### config.mk
export PLATFORM = sky130hd
export DESIGN_NAME = cfg_t1_xlate
export DESIGN_NICKNAME = d
export VERILOG_FILES = /design/src/rtl/cfg_xlate_pkg.sv /design/src/rtl/cfg_busnum_reg.sv /design/src/rtl/cfg_claim_dec.sv /design/src/rtl/cfg_idsel_dec.sv /design/src/rtl/cfg_addr_rewrite.sv /design/src/rtl/cfg_t1_xlate.sv
export SDC_FILE = /design/constraint.sdc
export NUM_CORES = 1
export LEC_CHECK = 0
export ABC_AREA = 1
export ABC_CLOCK_PERIOD_IN_PS = 2200
export CORE_MARGIN = 2
export CORE_UTILIZATION = 40
export DETAILED_ROUTE_END_ITERATION = 16
export PLACE_DENSITY = 0.82
export SETUP_SLACK_MARGIN = 0.4
export SYNTH_ARGS = -nofsm -noshare
export SYNTH_HDL_FRONTEND = slang
export SYNTH_SLANG_ARGS = --single-unit
### constraint.sdc
create_clock -name clk_i -period 2.2 [get_ports clk_i]
set_input_delay 0.66 -clock clk_i [delete_from_list [all_inputs] [get_ports clk_i]]
set_output_delay 0.66 -clock clk_i [all_outputs]
set_load 0.05 [all_outputs]
### src/rtl/cfg_xlate_pkg.sv
package cfg_xlate_pkg;
  localparam int unsigned ADDR_W    = 32;
  localparam int unsigned BUS_W     = 8;
  localparam int unsigned BUS_LSB   = 16;
  localparam int unsigned DEV_W     = 5;
  localparam int unsigned DEV_LSB   = 11;
  localparam int unsigned IDSEL_LSB = 16;
  localparam int unsigned IDSEL_W   = 16;

  localparam logic [1:0] TYPE1_CODE  = 2'b01;
  localparam logic [3:0] CMD_CFG_RD  = 4'b1010;
  localparam logic [3:0] CMD_CFG_WR  = 4'b1011;
  // rd and wr differ only in bit 0
  localparam logic [2:0] CMD_CFG_HI  = CMD_CFG_RD[3:1];
endpackage

### src/rtl/cfg_busnum_reg.sv
module cfg_busnum_reg #(
  parameter int unsigned BUS_W = 8
) (
  input  logic             clk_i,
  input  logic             rst_ni,
  input  logic             we_i,
  input  logic [BUS_W-1:0] bus_num_i,
  output logic [BUS_W-1:0] bus_num_o,
  output logic             prog_o
);
  logic [BUS_W-1:0] bus_q;
  logic             prog_q;

  always_ff @(posedge clk_i or negedge rst_ni) begin
    if (!rst_ni) begin
      bus_q  <= '0;
      prog_q <= 1'b0;
    end else if (we_i) begin
      bus_q  <= bus_num_i;
      prog_q <= 1'b1;
    end
  end

  assign bus_num_o = bus_q;
  assign prog_o    = prog_q;

  AST_PROG_STICKY: assert property (@(posedge clk_i) disable iff (!rst_ni)
    prog_o |=> prog_o);
endmodule

### src/rtl/cfg_claim_dec.sv
module cfg_claim_dec
  import cfg_xlate_pkg::*;
#(
  parameter int unsigned BUS_W = 8
) (
  input  logic [1:0]       type_i,
  input  logic [BUS_W-1:0] addr_bus_i,
  input  logic [BUS_W-1:0] sec_bus_i,
  input  logic             prog_i,
  input  logic [3:0]       cbe_i,
  output logic             claim_o
);
  logic is_type1;
  logic bus_hit;
  logic is_cfg;

  assign is_type1 = (type_i == TYPE1_CODE);
  assign bus_hit  = prog_i && (addr_bus_i == sec_bus_i);
  assign is_cfg   = (cbe_i[3:1] == CMD_CFG_HI);
  assign claim_o  = is_type1 && bus_hit && is_cfg;
endmodule

### src/rtl/cfg_idsel_dec.sv
module cfg_idsel_dec #(
  parameter int unsigned DEV_W   = 5,
  parameter int unsigned IDSEL_W = 16
) (
  input  logic [DEV_W-1:0]   dev_i,
  output logic [IDSEL_W-1:0] idsel_o
);
  // device numbers at or above IDSEL_W select nothing
  for (genvar g = 0; g < IDSEL_W; g++) begin : g_sel
    assign idsel_o[g] = (dev_i == DEV_W'(g));
  end
endmodule

### src/rtl/cfg_addr_rewrite.sv
module cfg_addr_rewrite #(
  parameter int unsigned ADDR_W    = 32,
  parameter int unsigned DEV_LSB   = 11,
  parameter int unsigned DEV_W     = 5,
  parameter int unsigned IDSEL_LSB = 16,
  localparam int unsigned IDSEL_W  = ADDR_W - IDSEL_LSB
) (
  input  logic [IDSEL_LSB-1:0] addr_lo_i,
  input  logic [IDSEL_W-1:0]   idsel_i,
  output logic [ADDR_W-1:0]    fwd_o
);
  logic [IDSEL_LSB-1:0] lo;

  always_comb begin
    lo = addr_lo_i;
    lo[DEV_LSB+DEV_W-1:DEV_LSB] = '0;
    lo[1:0] = 2'b00;
  end

  assign fwd_o = {idsel_i, lo};
endmodule

### src/rtl/cfg_t1_xlate.sv
module cfg_t1_xlate
  import cfg_xlate_pkg::*;
#(
  parameter int unsigned AW        = ADDR_W,
  parameter int unsigned BW        = BUS_W,
  parameter int unsigned BLSB      = BUS_LSB,
  parameter int unsigned DW        = DEV_W,
  parameter int unsigned DLSB      = DEV_LSB,
  parameter int unsigned SLSB      = IDSEL_LSB,
  localparam int unsigned SW       = AW - SLSB,
  localparam int unsigned BUS_MSB  = BLSB + BW - 1
) (
  input  logic          clk_i,
  input  logic          rst_ni,
  input  logic          addr_valid_i,
  input  logic          src_sec_i,
  input  logic [AW-1:0] addr_i,
  input  logic [3:0]    cbe_i,
  input  logic          bus_num_we_i,
  input  logic [BW-1:0] bus_num_i,
  output logic          claim_o,
  output logic          cfg_write_o,
  output logic [AW-1:0] fwd_addr_o
);
  logic [BW-1:0] sec_bus;
  logic          bus_prog;
  logic          claim_d;
  logic [SW-1:0] idsel;
  logic [AW-1:0] fwd_d;
  logic          sample;
  logic          unused_addr_hi;

  logic          claim_q;
  logic          write_q;
  logic [AW-1:0] fwd_q;

  assign unused_addr_hi = ^addr_i[AW-1:BUS_MSB+1];

  cfg_busnum_reg #(.BUS_W(BW)) i_busnum (
    .clk_i     (clk_i),
    .rst_ni    (rst_ni),
    .we_i      (bus_num_we_i),
    .bus_num_i (bus_num_i),
    .bus_num_o (sec_bus),
    .prog_o    (bus_prog)
  );

  cfg_claim_dec #(.BUS_W(BW)) i_claim (
    .type_i     (addr_i[1:0]),
    .addr_bus_i (addr_i[BUS_MSB:BLSB]),
    .sec_bus_i  (sec_bus),
    .prog_i     (bus_prog),
    .cbe_i      (cbe_i),
    .claim_o    (claim_d)
  );

  cfg_idsel_dec #(.DEV_W(DW), .IDSEL_W(SW)) i_idsel (
    .dev_i   (addr_i[DLSB+DW-1:DLSB]),
    .idsel_o (idsel)
  );

  cfg_addr_rewrite #(
    .ADDR_W(AW), .DEV_LSB(DLSB), .DEV_W(DW), .IDSEL_LSB(SLSB)
  ) i_rewrite (
    .addr_lo_i (addr_i[SLSB-1:0]),
    .idsel_i   (idsel),
    .fwd_o     (fwd_d)
  );

  // secondary-side phases never load: no upstream conversion
  assign sample = addr_valid_i && !src_sec_i;

  always_ff @(posedge clk_i or negedge rst_ni) begin
    if (!rst_ni) begin
      claim_q <= 1'b0;
      write_q <= 1'b0;
      fwd_q   <= '0;
    end else if (sample) begin
      claim_q <= claim_d;
      write_q <= cbe_i[0];
      fwd_q   <= fwd_d;
    end
  end

  assign claim_o     = claim_q;
  assign cfg_write_o = write_q;
  assign fwd_addr_o  = fwd_q;

  AST_TYPE1_ONLY: assert property (@(posedge clk_i) disable iff (!rst_ni)
    (sample && addr_i[1:0] != TYPE1_CODE) |=> !claim_o);
  AST_UNPROG_NO_CLAIM: assert property (@(posedge clk_i) disable iff (!rst_ni)
    (sample && !bus_prog) |=> !claim_o);
  AST_CFG_CMD_ONLY: assert property (@(posedge clk_i) disable iff (!rst_ni)
    (sample && cbe_i != CMD_CFG_RD && cbe_i != CMD_CFG_WR) |=> !claim_o);
  AST_FWD_FIELDS_CLEAR: assert property (@(posedge clk_i) disable iff (!rst_ni)
    claim_o |-> (fwd_addr_o[1:0] == 2'b00 && fwd_addr_o[DLSB+DW-1:DLSB] == '0));
  AST_IDSEL_ONEHOT: assert property (@(posedge clk_i) disable iff (!rst_ni)
    $onehot0(fwd_addr_o[AW-1:SLSB]));
  AST_SEC_IGNORED: assert property (@(posedge clk_i) disable iff (!rst_ni)
    (addr_valid_i && src_sec_i) |=>
      ($stable(claim_o) && $stable(cfg_write_o) && $stable(fwd_addr_o)));
  AST_HOLD_IDLE: assert property (@(posedge clk_i) disable iff (!rst_ni)
    !addr_valid_i |=>
      ($stable(claim_o) && $stable(cfg_write_o) && $stable(fwd_addr_o)));
endmodule

=== Yosys cells after proc, flatten, opt, wreduce, memory -nomap -nowiden ===
Cells that the tools add are included.

* Bits in registers: 36
* Output and inout bits: 34
* Latch bits: 0
* Memories: 0
* Memory bits (read-only): 0
* Input bits: 49
* Word-level logic and storage cells: 29
* Bits in writable memories: 0

* Magnitude comparators: 0
* Eq/ne operators: 18
* Add/sub/neg operators: 0
* Shift-type cells: 0
* Bitwise logic cells: 0
* Divide/modulo/power cells: 0
* Muxes and demuxes: 0
* Reduce and logical (&&, ||, !) cells: 6
* Multipliers: 0

{| class="wikitable"
|+ Operators by type and width
! cell !! count
|-
| $eq A5 B4 Y1 const B || 8
|-
| $eq A5 B3 Y1 const B || 4
|-
| $eq A5 B2 Y1 const B || 2
|-
| $eq A8 B8 Y1 || 1
|-
| $eq A5 B1 Y1 const B || 1
|-
| $logic_not A5 Y1 || 1
|-
| $logic_and A1 B1 Y1 || 4
|-
| $eq A3 B3 Y1 const B || 1
|-
| $eq A2 B1 Y1 const B || 1
|-
| $logic_not A1 Y1 || 1
|}

=== Depth between registers and ports, before layout ===
Gate-level depths: netlist (run 1).

* Word-level depth: 4
* Mapped depth: 8

=== Cells and area by module ===
From an unflattened synthesis (run 1), not the netlist that was laid out.

* Cells, all modules: 297
* Area, all modules: 2388.5 sq um

{| class="wikitable"
|+ Modules (own cells, without submodules)
! module !! area each (sq um) !! instances !! cells each
|-
| cfg_t1_xlate || 1493.9 || 1 || 148
|-
| cfg_busnum_reg || 336.6 || 1 || 36
|-
| cfg_addr_rewrite || 244.0 || 1 || 33
|-
| cfg_claim_dec || 176.4 || 1 || 45
|-
| cfg_idsel_dec || 137.6 || 1 || 35
|}

=== Worst setup path after synthesis (run 1) ===
Ideal clock, no wire load.

* Path type: input port to flip-flop
* From: input src_sec_i
* To: register fwd_q[25], in the netlist fwd_addr_o[25]
* Required time: 2.079 ns
* Path slack: 0.896 ns
* Arrival: 1.183 ns
* Stages on the path: 6
* Buffers on the path: 2
* Cell sequence: inv_1 nand2_4 buf_8 buf_6 nand2_1 o21ai_2

* Cells in the longest elaborated chain, start to end: 2

{| class="wikitable"
|+ RTL lines
! item !! RTL line !! source
|-
| start, declared || cfg_t1_xlate.sv:16 || <nowiki>input logic src_sec_i,</nowiki>
|-
| $logic_not A1 Y1 || cfg_t1_xlate.sv:71 || <nowiki>assign sample = addr_valid_i && !src_sec_i;</nowiki>
|-
| $logic_and A1 B1 Y1 || cfg_t1_xlate.sv:71 ||
|-
| end signal, assigned || cfg_t1_xlate.sv:81 || <nowiki>fwd_q <= fwd_d;</nowiki>
|-
| end, declared || cfg_t1_xlate.sv:35 || <nowiki>logic [AW-1:0] fwd_q;</nowiki>
|}

Every way passes these cells.
A chain may end at the register's enable or synchronous reset.

=== Worst setup path after layout (run 1) ===
* From: register fwd_q[20], in the netlist fwd_addr_o[20]
* To: output fwd_addr_o[20]

{| class="wikitable"
|+ RTL lines
! item !! RTL line !! source
|-
| end, declared || cfg_t1_xlate.sv:23 || <nowiki>output logic [AW-1:0] fwd_addr_o</nowiki>
|}

No word-level cell between the ends.

==> out/results.txt, run 1 <==
status - finished, final reports clean
Inserted Diodes - 0
top cells by count, synth - nand2_1, dfrtp_1, inv_1
Switching Share - 31.0%
asr flop ratio synth - 100%
total track usage - 16.8%
CTS Sinks - 36
main combinational cell family by area after synthesis - simple AND/OR/NAND/NOR gates
syn avg cell area - 8.62 µm²
Slowest cell on crit path - dfrtp_1
largest net degree at the start of global routing - 37
net load switching power - 0.000493 W
Final setup viols - 0
Final Util - 60.7%
initial antenna violation count - 0
GR Overflow Total - 0
static leakage - 1.21 nW
Initial DRC Count - 46
top cell type's share of synthesized area - 53.9%
FF+latch count, synth - 36
Core Area - 4000 µm²
number of global-route vias before repair - 1398
clock power share - 30.2%
CTS tree - done
Worst-path clk slew - 0.07 ns
# IOs - 83
TritonCTS Buffers - 5
main area contributors after synthesis - dfrtp_1, nand2_1, inv_1, o21ai_1, buf_4
Vias/cell - 4.39
Setup WS pre-CTS - 0.246 ns
Hold WS - 0.401 ns
via count - 1391
reg2reg setup slack - 1.27 ns
pwr dens - 655 nW/µm²
dpl cell area - 2340 µm²
peak supply drop - 0.372 mV
drc violations - 0
post-route ant nets - 0
Tightest Hold Check Type - in -> async
die area - 4710 µm²
Compound-Gate Fraction of Synth Area - 7.63%
mapped cell area - 1670 µm²
Max Clk Rate - 0.586 GHz
Comb pwr share - 23.9%
worst-path cell chain - clkdlybuf4s15_2
xor/xnor share of the synthesized area - 0.524%
CP max FO - 2
Startpoint Class - flip-flop
dpl hpwl - 2730 µm
FF-to-FF path depth - 7
RePlAce Congestion - 0.810
Internal Power - 0.00110 W
Distinct cells, synth - 23
design area - 2430 µm²
Levels on crit path - 1
Largest stage delay, worst path - 0.38 ns
port bufs - 67
Crit. End Element - primary output
Clock Latency Late Sink - 0.28 ns
area leader, netlist - dfrtp_1
setup TNS - 0 ns
CTS HTree Levels - 2
worst clock skew - 0.00638 ns
Max Buffers Root-to-Sink - 2
final worst-path cycle share - 77.6%
fraction of layout cells with a size suffix above 1 - 19.5%
critical path class - reg -> out
Post-Synth Simple-Gate Area - 25.7%
register area share after synthesis - 53.9%
Crit path required time - 1.54 ns
dominant synthesized flop cell - dfrtp_1
max_cap viols - 0
Nets - 315
DIE HEIGHT - 68.6 µm
global-route wire length before repair - 5860 µm
Routed WL - 3540 µm
std cell rows - 23
root buf cell - clkbuf_8
most common cell in the synthesized netlist - nand2_1
wire per inst - 11.2 µm
Hold Vio Cnt, Final - 0
Pre-antenna DRT Iters - 4
Adder-Cell Fraction of Synth Area - 0%
Crit path max-delay family - flip-flops
Initial Util - 41.8%
Synthesis Warnings - 0
Die X - 68.6 µm
RSZ-0062 raised after global routing - false
Area Growth Syn to Fin - 45.3%
Final Max Slew Viols - 0
final worst slack - 0.493 ns
Seq pwr share - 45.9%
mux share of post-synthesis cell area - 1.35%
Buf+Inv Stages, Crit Path - 1
EDFF count, synth - 0
minimum clock period - 1.71 ns
crit path DAT - 1.05 ns
Mapped Cells - 194
[cell type report]
cell class | count | area, µm²
clock buffers | 7 | 86.3
fillers | 369 | 1570
multi-input cells | 131 | 616
repair buffers | 70 | 673
well taps | 50 | 62.6
flip-flops and latches | 36 | 901
clock inverters | 1 | 7.51
inverters | 22 | 82.6
[state kept, by name, indices dropped and copies added (netlist names)]
| name | count |
|---|---|
| fwd_addr_o | 25 |
| i_busnum.bus_num_o | 8 |
| cfg_write_o | 1 |
| claim_o | 1 |
| i_busnum.prog_o | 1 |
[layout by cell type (no fill, tap or decap), types with 2 or more instances in the layout]
cell,count
buf_4,6
clkbuf_2,6
clkbuf_8,6
clkdlybuf4s15_2,18
clkdlybuf4s50_1,39
conb_1,7
dfrtp_1,36
inv_1,21
mux2_2,2
nand2_1,83
nand2_2,2
nand3_4,2
nor2_1,6
o21ai_0,6
o21ai_1,13
o21ai_2,3
[repair_timing]
| action | in CTS | in global routing |
|---|---|---|
| pin swaps | 0 | 0 |
| resized for setup | 66 | 6 |
| hold buffers | 0 | 0 |
| setup endpoints to repair | 24 | 6 |
| endpoints found under the hold margin | 0 | 0 |
| buffers inserted | 0 | 0 |
[metrics by stage]
stage / total power [W] / std cells
floorplan: 0.000980 / 200
CTS: 0.00162 / 317
global placement: 0.00113 / 309
global route: 0.00166 / 317
detailed placement: 0.00114 / 309
finish: 0.00159 / 317
[cells by family after synthesis]
logic type,count (synthesis)
other,1
buffers and inverters,33
XOR/XNOR,1
AND/OR/NAND/NOR,98
multiplexers,2
flip-flops,36
AO/OA/AOI/OAI,23
[power by group through the flow]
stage	Clock, W	Sequential (W)	Combinational (W)
after detailed placement	0	0.000742	0.000400
after global routing	0.000513	0.000735	0.000414
after floorplan	0	0.000849	0.000131
after global placement	0	0.000740	0.000394
final	0.000480	0.000730	0.000380
after CTS	0.000498	0.000730	0.000390
[layer usage]
metal / wire length [µm] / share of wire (%) / vias up / track usage, %
met1: 1540 / 43 / 625 / 19.9
met5: 0 / 0 / - / 0
li1: - / - / 716 / -
met4: 49 / 1.4 / 0 / 7.50
met2: 1750 / 49 / 43 / 28.5
met3: 202 / 5.7 / 7 / 4.38
[final timing paths]
check                                                     to                               from
setup / recovery                              fwd_addr_o[20]         fwd_addr_o[20]$_DFFE_PN0P_
hold reg to reg                  i_busnum.prog_o$_DFFE_PN0P_        i_busnum.prog_o$_DFFE_PN0P_
min in group clk_i               i_busnum.prog_o$_DFFE_PN0P_        i_busnum.prog_o$_DFFE_PN0P_
setup reg to reg                         claim_o$_DFFE_PN0P_  i_busnum.bus_num_o[1]$_DFFE_PN0P_
max in group asynchronous  i_busnum.bus_num_o[6]$_DFFE_PN0P_                             rst_ni
hold / removal                    fwd_addr_o[22]$_DFFE_PN0P_                             rst_ni
(Power assumes the default switching activity.)
==> inputs of run 2 (changes only) <==
--- a/config.mk
+++ b/config.mk
@@ -6,7 +6,7 @@
 export NUM_CORES = 1
 export LEC_CHECK = 0
 export ABC_AREA = 1
-export ABC_CLOCK_PERIOD_IN_PS = 2200
+export ABC_CLOCK_PERIOD_IN_PS = 1800
 export CORE_MARGIN = 2
 export CORE_UTILIZATION = 40
 export DETAILED_ROUTE_END_ITERATION = 16
==> constraint.sdc (replaced) <==
create_clock -name clk_i -period 1.8 [get_ports clk_i]
set_input_delay 0.54 -clock clk_i [delete_from_list [all_inputs] [get_ports clk_i]]
set_output_delay 0.54 -clock clk_i [all_outputs]
set_load 0.05 [all_outputs]
==> run 2 against run 1 <==
  * Clock skew fell by 0.0056 ns
  * Via count rose by 3.1%
  * Worst hold slack got worse by 0.12 ns
  * Global-route usage rose by 0.98 points
  * Die area did not move
  * First-iteration DRC count fell by 8.7%
  * Final cell count rose by 1.9%
  * Register-to-register slack got worse by 0.40 ns
  * Utilization rose by 3.8 points
==> out/results.txt, run 2 (synthesis results as in run 1) <==
commonest non-fill, non-tap cell in the layout - nand2_1
Hold Buf Count CTS - 0
Final setup viols - 0
Routed WL - 3750 µm
Hold Vio Cnt, Final - 0
via count - 1434
std cell rows - 23
Startpoint Class - flip-flop
Max Buffers Root-to-Sink - 2
Seq pwr share - 45.4%
worst clock skew - 0.000765 ns
Area Growth Syn to Fin - 54.3%
total track usage - 17.8%
Pre-antenna DRT Iters - 4
Inserted Diodes - 0
RePlAce Congestion - 0.764
minimum clock period - 1.41 ns
net load switching power - 0.000635 W
Core Area - 4000 µm²
crit path DAT - 0.87 ns
CTS tree - done
clock power share - 28.6%
dpl hpwl - 2820 µm
Crit path required time - 1.26 ns
die area - 4710 µm²
max_cap viols - 0
global-route wire length before repair - 6090 µm
Clock Latency Late Sink - 0.28 ns
post-route ant nets - 0
CTS HTree Levels - 2
TritonCTS Buffers - 5
Tightest Hold Check Type - in -> async
number of global-route vias before repair - 1399
worst-path cell chain - buf_6
DIE HEIGHT - 68.6 µm
wire per inst - 11.6 µm
Hold WS - 0.282 ns
fraction of layout cells with a size suffix above 1 - 22.7%
setup TNS - 0 ns
fill cell count - 348
# IOs - 83
Comb pwr share - 26.0%
CP max FO - 2
Crit. End Element - primary output
Final Max Slew Viols - 0
critical path class - reg -> out
CTS Sinks - 36
Max Clk Rate - 0.708 GHz
Switching Share - 32.0%
Worst-path clk slew - 0.08 ns
most frequent cells in the layout - nand2_1, clkdlybuf4s50_1, dfrtp_1
Internal Power - 0.00135 W
status - finished, final reports clean
Initial Util - 41.8%
Buf+Inv Stages, Crit Path - 1
Vias/cell - 4.44
peak supply drop - 0.439 mV
Nets - 321
Initial DRC Count - 42
Die X - 68.6 µm
initial antenna violation count - 0
pwr dens - 769 nW/µm²
largest net degree at the start of global routing - 37
drc violations - 0
static leakage - 1.31 nW
Largest register FFs - 25
Crit path max-delay family - flip-flops
Slowest cell on crit path - dfrtp_1
RSZ-0062 raised after global routing - true
root buf cell - clkbuf_8
Largest stage delay, worst path - 0.42 ns
port bufs - 67
final worst-path cycle share - 78.4%
GR Overflow Total - 0
[run 2: cell types whose count changed in the layout (fill, tap and decap cells not counted), sizes merged]
cell,delta
buf,+30
clkbuf,-8
clkdlybuf4s50,-2
clkinvlp,+1
clkdlybuf4s15,-18
dlymetal6s2s,+2
clkinv,+1
[run 2: power by group through the flow]
stage                     Clock [W]  Sequential (W)  Combinational, W
after floorplan                   0         0.00104          0.000160
after global placement            0        0.000906          0.000478
after CTS                  0.000592        0.000900          0.000508
after global routing       0.000629        0.000906          0.000557
after detailed placement          0        0.000909          0.000484
final                      0.000568        0.000901          0.000516
[run 2: cell type report]
class | count | area, µm² | area share [%]
Clock buffer | 5 | 68.8 | 2.67
Clock inverter | 3 | 23.8 | 0.921
Inverter | 22 | 82.6 | 3.20
Multi-Input combinational cell | 131 | 626 | 24.2
Sequential cell | 36 | 901 | 34.9
Tap cell | 50 | 62.6 | 2.42
Timing Repair Buffer | 76 | 816 | 31.6
[run 2: timing repair]
item                                    in CTS  in global routing
cloned                                       0                  0
endpoints found under the setup margin      27                 33
resized for setup                           22                  5
buffers inserted                             2                  3
hold endpoints to repair                     0                  0
[run 2: stage by stage]
step	utilization (%)	cell area (µm²)	total power [W]	setup slack (ns)	instances
floorplan	-	1690	0.00120	0.616	200
global placement	58.8	2350	0.00138	0.128	310
detailed placement	58.8	2350	0.00139	0.114	310
CTS	63.6	2540	0.00200	0.382	320
global route	64.5	2580	0.00209	0.355	323
finish	64.5	2580	0.00198	0.388	323
[run 2: metal layers]
| layer | global-route usage (%) | share of wire [%] | routed length, µm |
|---|---|---|---|
| met1 | 19.2 | 39 | 1470 |
| met4 | 7.50 | 1.5 | 55 |
| met5 | 0 | 0 | 0 |
| met3 | 7.79 | 6.3 | 235 |
| met2 | 30.2 | 53 | 1990 |
[run 2: final timing paths]
path	from	to	slack [ns]	depth (start not counted)
hold / removal	rst_ni	fwd_addr_o[26]$_DFFE_PN0P_	0.28	2
min in group clk_i	i_busnum.prog_o$_DFFE_PN0P_	i_busnum.prog_o$_DFFE_PN0P_	0.47	1
max in group asynchronous	rst_ni	i_busnum.bus_num_o[6]$_DFFE_PN0P_	1.20	2
setup reg to reg	i_busnum.bus_num_o[1]$_DFFE_PN0P_	claim_o$_DFFE_PN0P_	0.87	7
setup / recovery	fwd_addr_o[18]$_DFFE_PN0P_	fwd_addr_o[18]	0.39	1
hold reg to reg	i_busnum.prog_o$_DFFE_PN0P_	i_busnum.prog_o$_DFFE_PN0P_	0.47	1
==> inputs of run 3 (changes only) <==
--- a/config.mk
+++ b/config.mk
@@ -6,7 +6,7 @@
 export NUM_CORES = 1
 export LEC_CHECK = 0
 export ABC_AREA = 1
-export ABC_CLOCK_PERIOD_IN_PS = 1800
+export ABC_CLOCK_PERIOD_IN_PS = 1400
 export CORE_MARGIN = 2
 export CORE_UTILIZATION = 40
 export DETAILED_ROUTE_END_ITERATION = 16
==> constraint.sdc (replaced) <==
create_clock -name clk_i -period 1.4 [get_ports clk_i]
set_input_delay 0.42 -clock clk_i [delete_from_list [all_inputs] [get_ports clk_i]]
set_output_delay 0.42 -clock clk_i [all_outputs]
set_load 0.05 [all_outputs]
==> run 3 against run 2 <==
  * Sequential power is 31% higher
  * Clock power is 37% higher
  * Register-to-register slack worse by 0.44 ns
  * Global-route usage is 1.7 points higher
  * Die area stayed put
  * Critical path depth stayed put
  * Largest power group unchanged
==> out/results.txt, run 3 (synthesis results as in run 1) <==
Crit. End Element - primary output
CTS HTree Levels - 2
net load switching power - 0.000853 W
GR Overflow Total - 0
Crit path max-delay family - flip-flops
largest net degree at the start of global routing - 37
Clock Latency Late Sink - 0.28 ns
Final setup viols - 0
Routed WL - 4250 µm
final worst-path cycle share - 92.5%
# IOs - 83
CP max FO - 2
RePlAce Congestion - 0.715
most frequent cells in the layout - nand2_1, buf_12, dfrtp_2
Die X - 68.6 µm
Initial DRC Count - 66
drc violations - 0
Max Buffers Root-to-Sink - 2
DR WL met2 - 2400 µm
number of global-route vias before repair - 1489
worst clock skew - 0.00124 ns
TritonCTS Buffers - 5
Comb pwr share - 28.1%
r2r endpoint - claim_o$_DFFE_PN0P_
static leakage - 1.38 nW
commonest non-fill, non-tap cell in the layout - nand2_1
Hold Vio Cnt, Final - 0
max_cap viols - 0
Startpoint Class - flip-flop
design area - 2890 µm²
status - finished, final reports clean
post-route ant nets - 0
Inserted Diodes - 0
Largest register FFs - 25
met3 WL - 253 µm
CTS tree - done
Nets - 325
Internal Power - 0.00187 W
crit path DAT - 0.87 ns
Slowest cell on crit path - dfrtp_2
Area Growth Syn to Fin - 73.0%
worst-path cell chain - buf_12
Largest stage delay, worst path - 0.43 ns
Buf+Inv Stages, Crit Path - 1
RSZ-0062 raised after global routing - true
std cell rows - 23
Crit path required time - 0.98 ns
minimum clock period - 1.29 ns
dpl cell area - 2730 µm²
initial antenna violation count - 0
Pre-antenna DRT Iters - 4
Final Util - 72.3%
reg2reg start - i_busnum.bus_num_o[4]$_DFFE_PN0P_
Tightest Hold Check Type - in -> async
Switching Share - 31.3%
met1 WL - 1540 µm
CTS Sinks - 36
Final Max Slew Viols - 0
total track usage - 19.5%
clock power share - 28.5%
port bufs - 67
Max Clk Rate - 0.773 GHz
Worst-path clk slew - 0.08 ns
Seq pwr share - 43.4%
critical path class - reg -> out
dpl hpwl - 3160 µm
fraction of layout cells with a size suffix above 1 - 37.9%
setup TNS - 0 ns
reg2reg setup slack - 0.43 ns
wire per inst - 13.0 µm
DIE HEIGHT - 68.6 µm
Top Metal Used - met4
Initial Util - 41.8%
via count - 1494
FF-to-FF path depth - 8
Core Area - 4000 µm²
root buf cell - clkbuf_8
die area - 4710 µm²
pwr dens - 942 nW/µm²
global-route wire length before repair - 6660 µm
peak supply drop - 0.623 mV
Vias/cell - 4.57
## run 3: changes by cell type in the layout (fill, tap and decap cells not counted), moves of 2 or more
cell,change
dlymetal6s2s_1,-2
dfrtp_2,+27
buf_12,+24
nand2_1,-7
clkdlybuf4s50_1,-19
dlygate4sd2_1,+17
nand2_2,+7
buf_6,-20
dfrtp_1,-27
## run 3: timing repair
| action | 4_1_cts | 5_1_grt |
|---|---|---|
| buffers inserted | 6 | 2 |
| pin swaps | 18 | 10 |
| hold buffers | 0 | 0 |
| resized for setup | 31 | 8 |
| setup endpoints to repair | 63 | 42 |
## run 3: worst max-delay path by stage
stage                               start                          to  slack [ns]  depth (start not counted)
2_1_floorplan                   src_sec_i  fwd_addr_o[24]$_DFFE_PN0P_        0.40                          6
4_1_cts        fwd_addr_o[29]$_DFFE_PN0P_              fwd_addr_o[29]        0.09                          1
3_3_place_gp                    src_sec_i         claim_o$_DFFE_PN0P_       -0.21                          9
6_report       fwd_addr_o[29]$_DFFE_PN0P_              fwd_addr_o[29]        0.11                          1
3_5_place_dp                    src_sec_i  fwd_addr_o[18]$_DFFE_PN0P_       -0.23                          7
5_1_grt        fwd_addr_o[29]$_DFFE_PN0P_              fwd_addr_o[29]        0.08                          1
## run 3: through the flow
step	setup WS (ns)	hold WS [ns]	total power, W	cells
CTS	0.0933	0.0866	0.00274	325
global route	0.0787	0.100	0.00284	327
detailed placement	-0.235	0.396	0.00197	311
floorplan	0.403	0.124	0.00156	200
global placement	-0.213	0.393	0.00195	311
finish	0.106	0.0815	0.00272	327
## run 3: power groups by stage
stage / clock network, W / logic (W) / registers, W
CTS: 0.000796 / 0.000764 / 0.00118
global placement: 0 / 0.000749 / 0.00120
global route: 0.000837 / 0.000818 / 0.00119
detailed placement: 0 / 0.000767 / 0.00120
finish: 0.000776 / 0.000765 / 0.00118
floorplan: 0 / 0.000212 / 0.00135
## run 3: metal layers
| layer | vias up | track usage [%] |
|---|---|---|
| met4 | 0 | 6.75 |
| met3 | 9 | 5.68 |
| met2 | 55 | 35.1 |
| met1 | 691 | 21.7 |
| met5 | - | 0 |
| li1 | 739 | - |
## run 3: area by class of cell
cell class	instances	area, µm²
Fill cell	291	1110
Timing Repair Buffer	80	1040
Sequential cell	36	935
Multi-Input combinational cell	131	659
Inverter	22	98.8
Clock buffer	6	82.6
Tap cell	50	62.6
Clock inverter	2	15.0
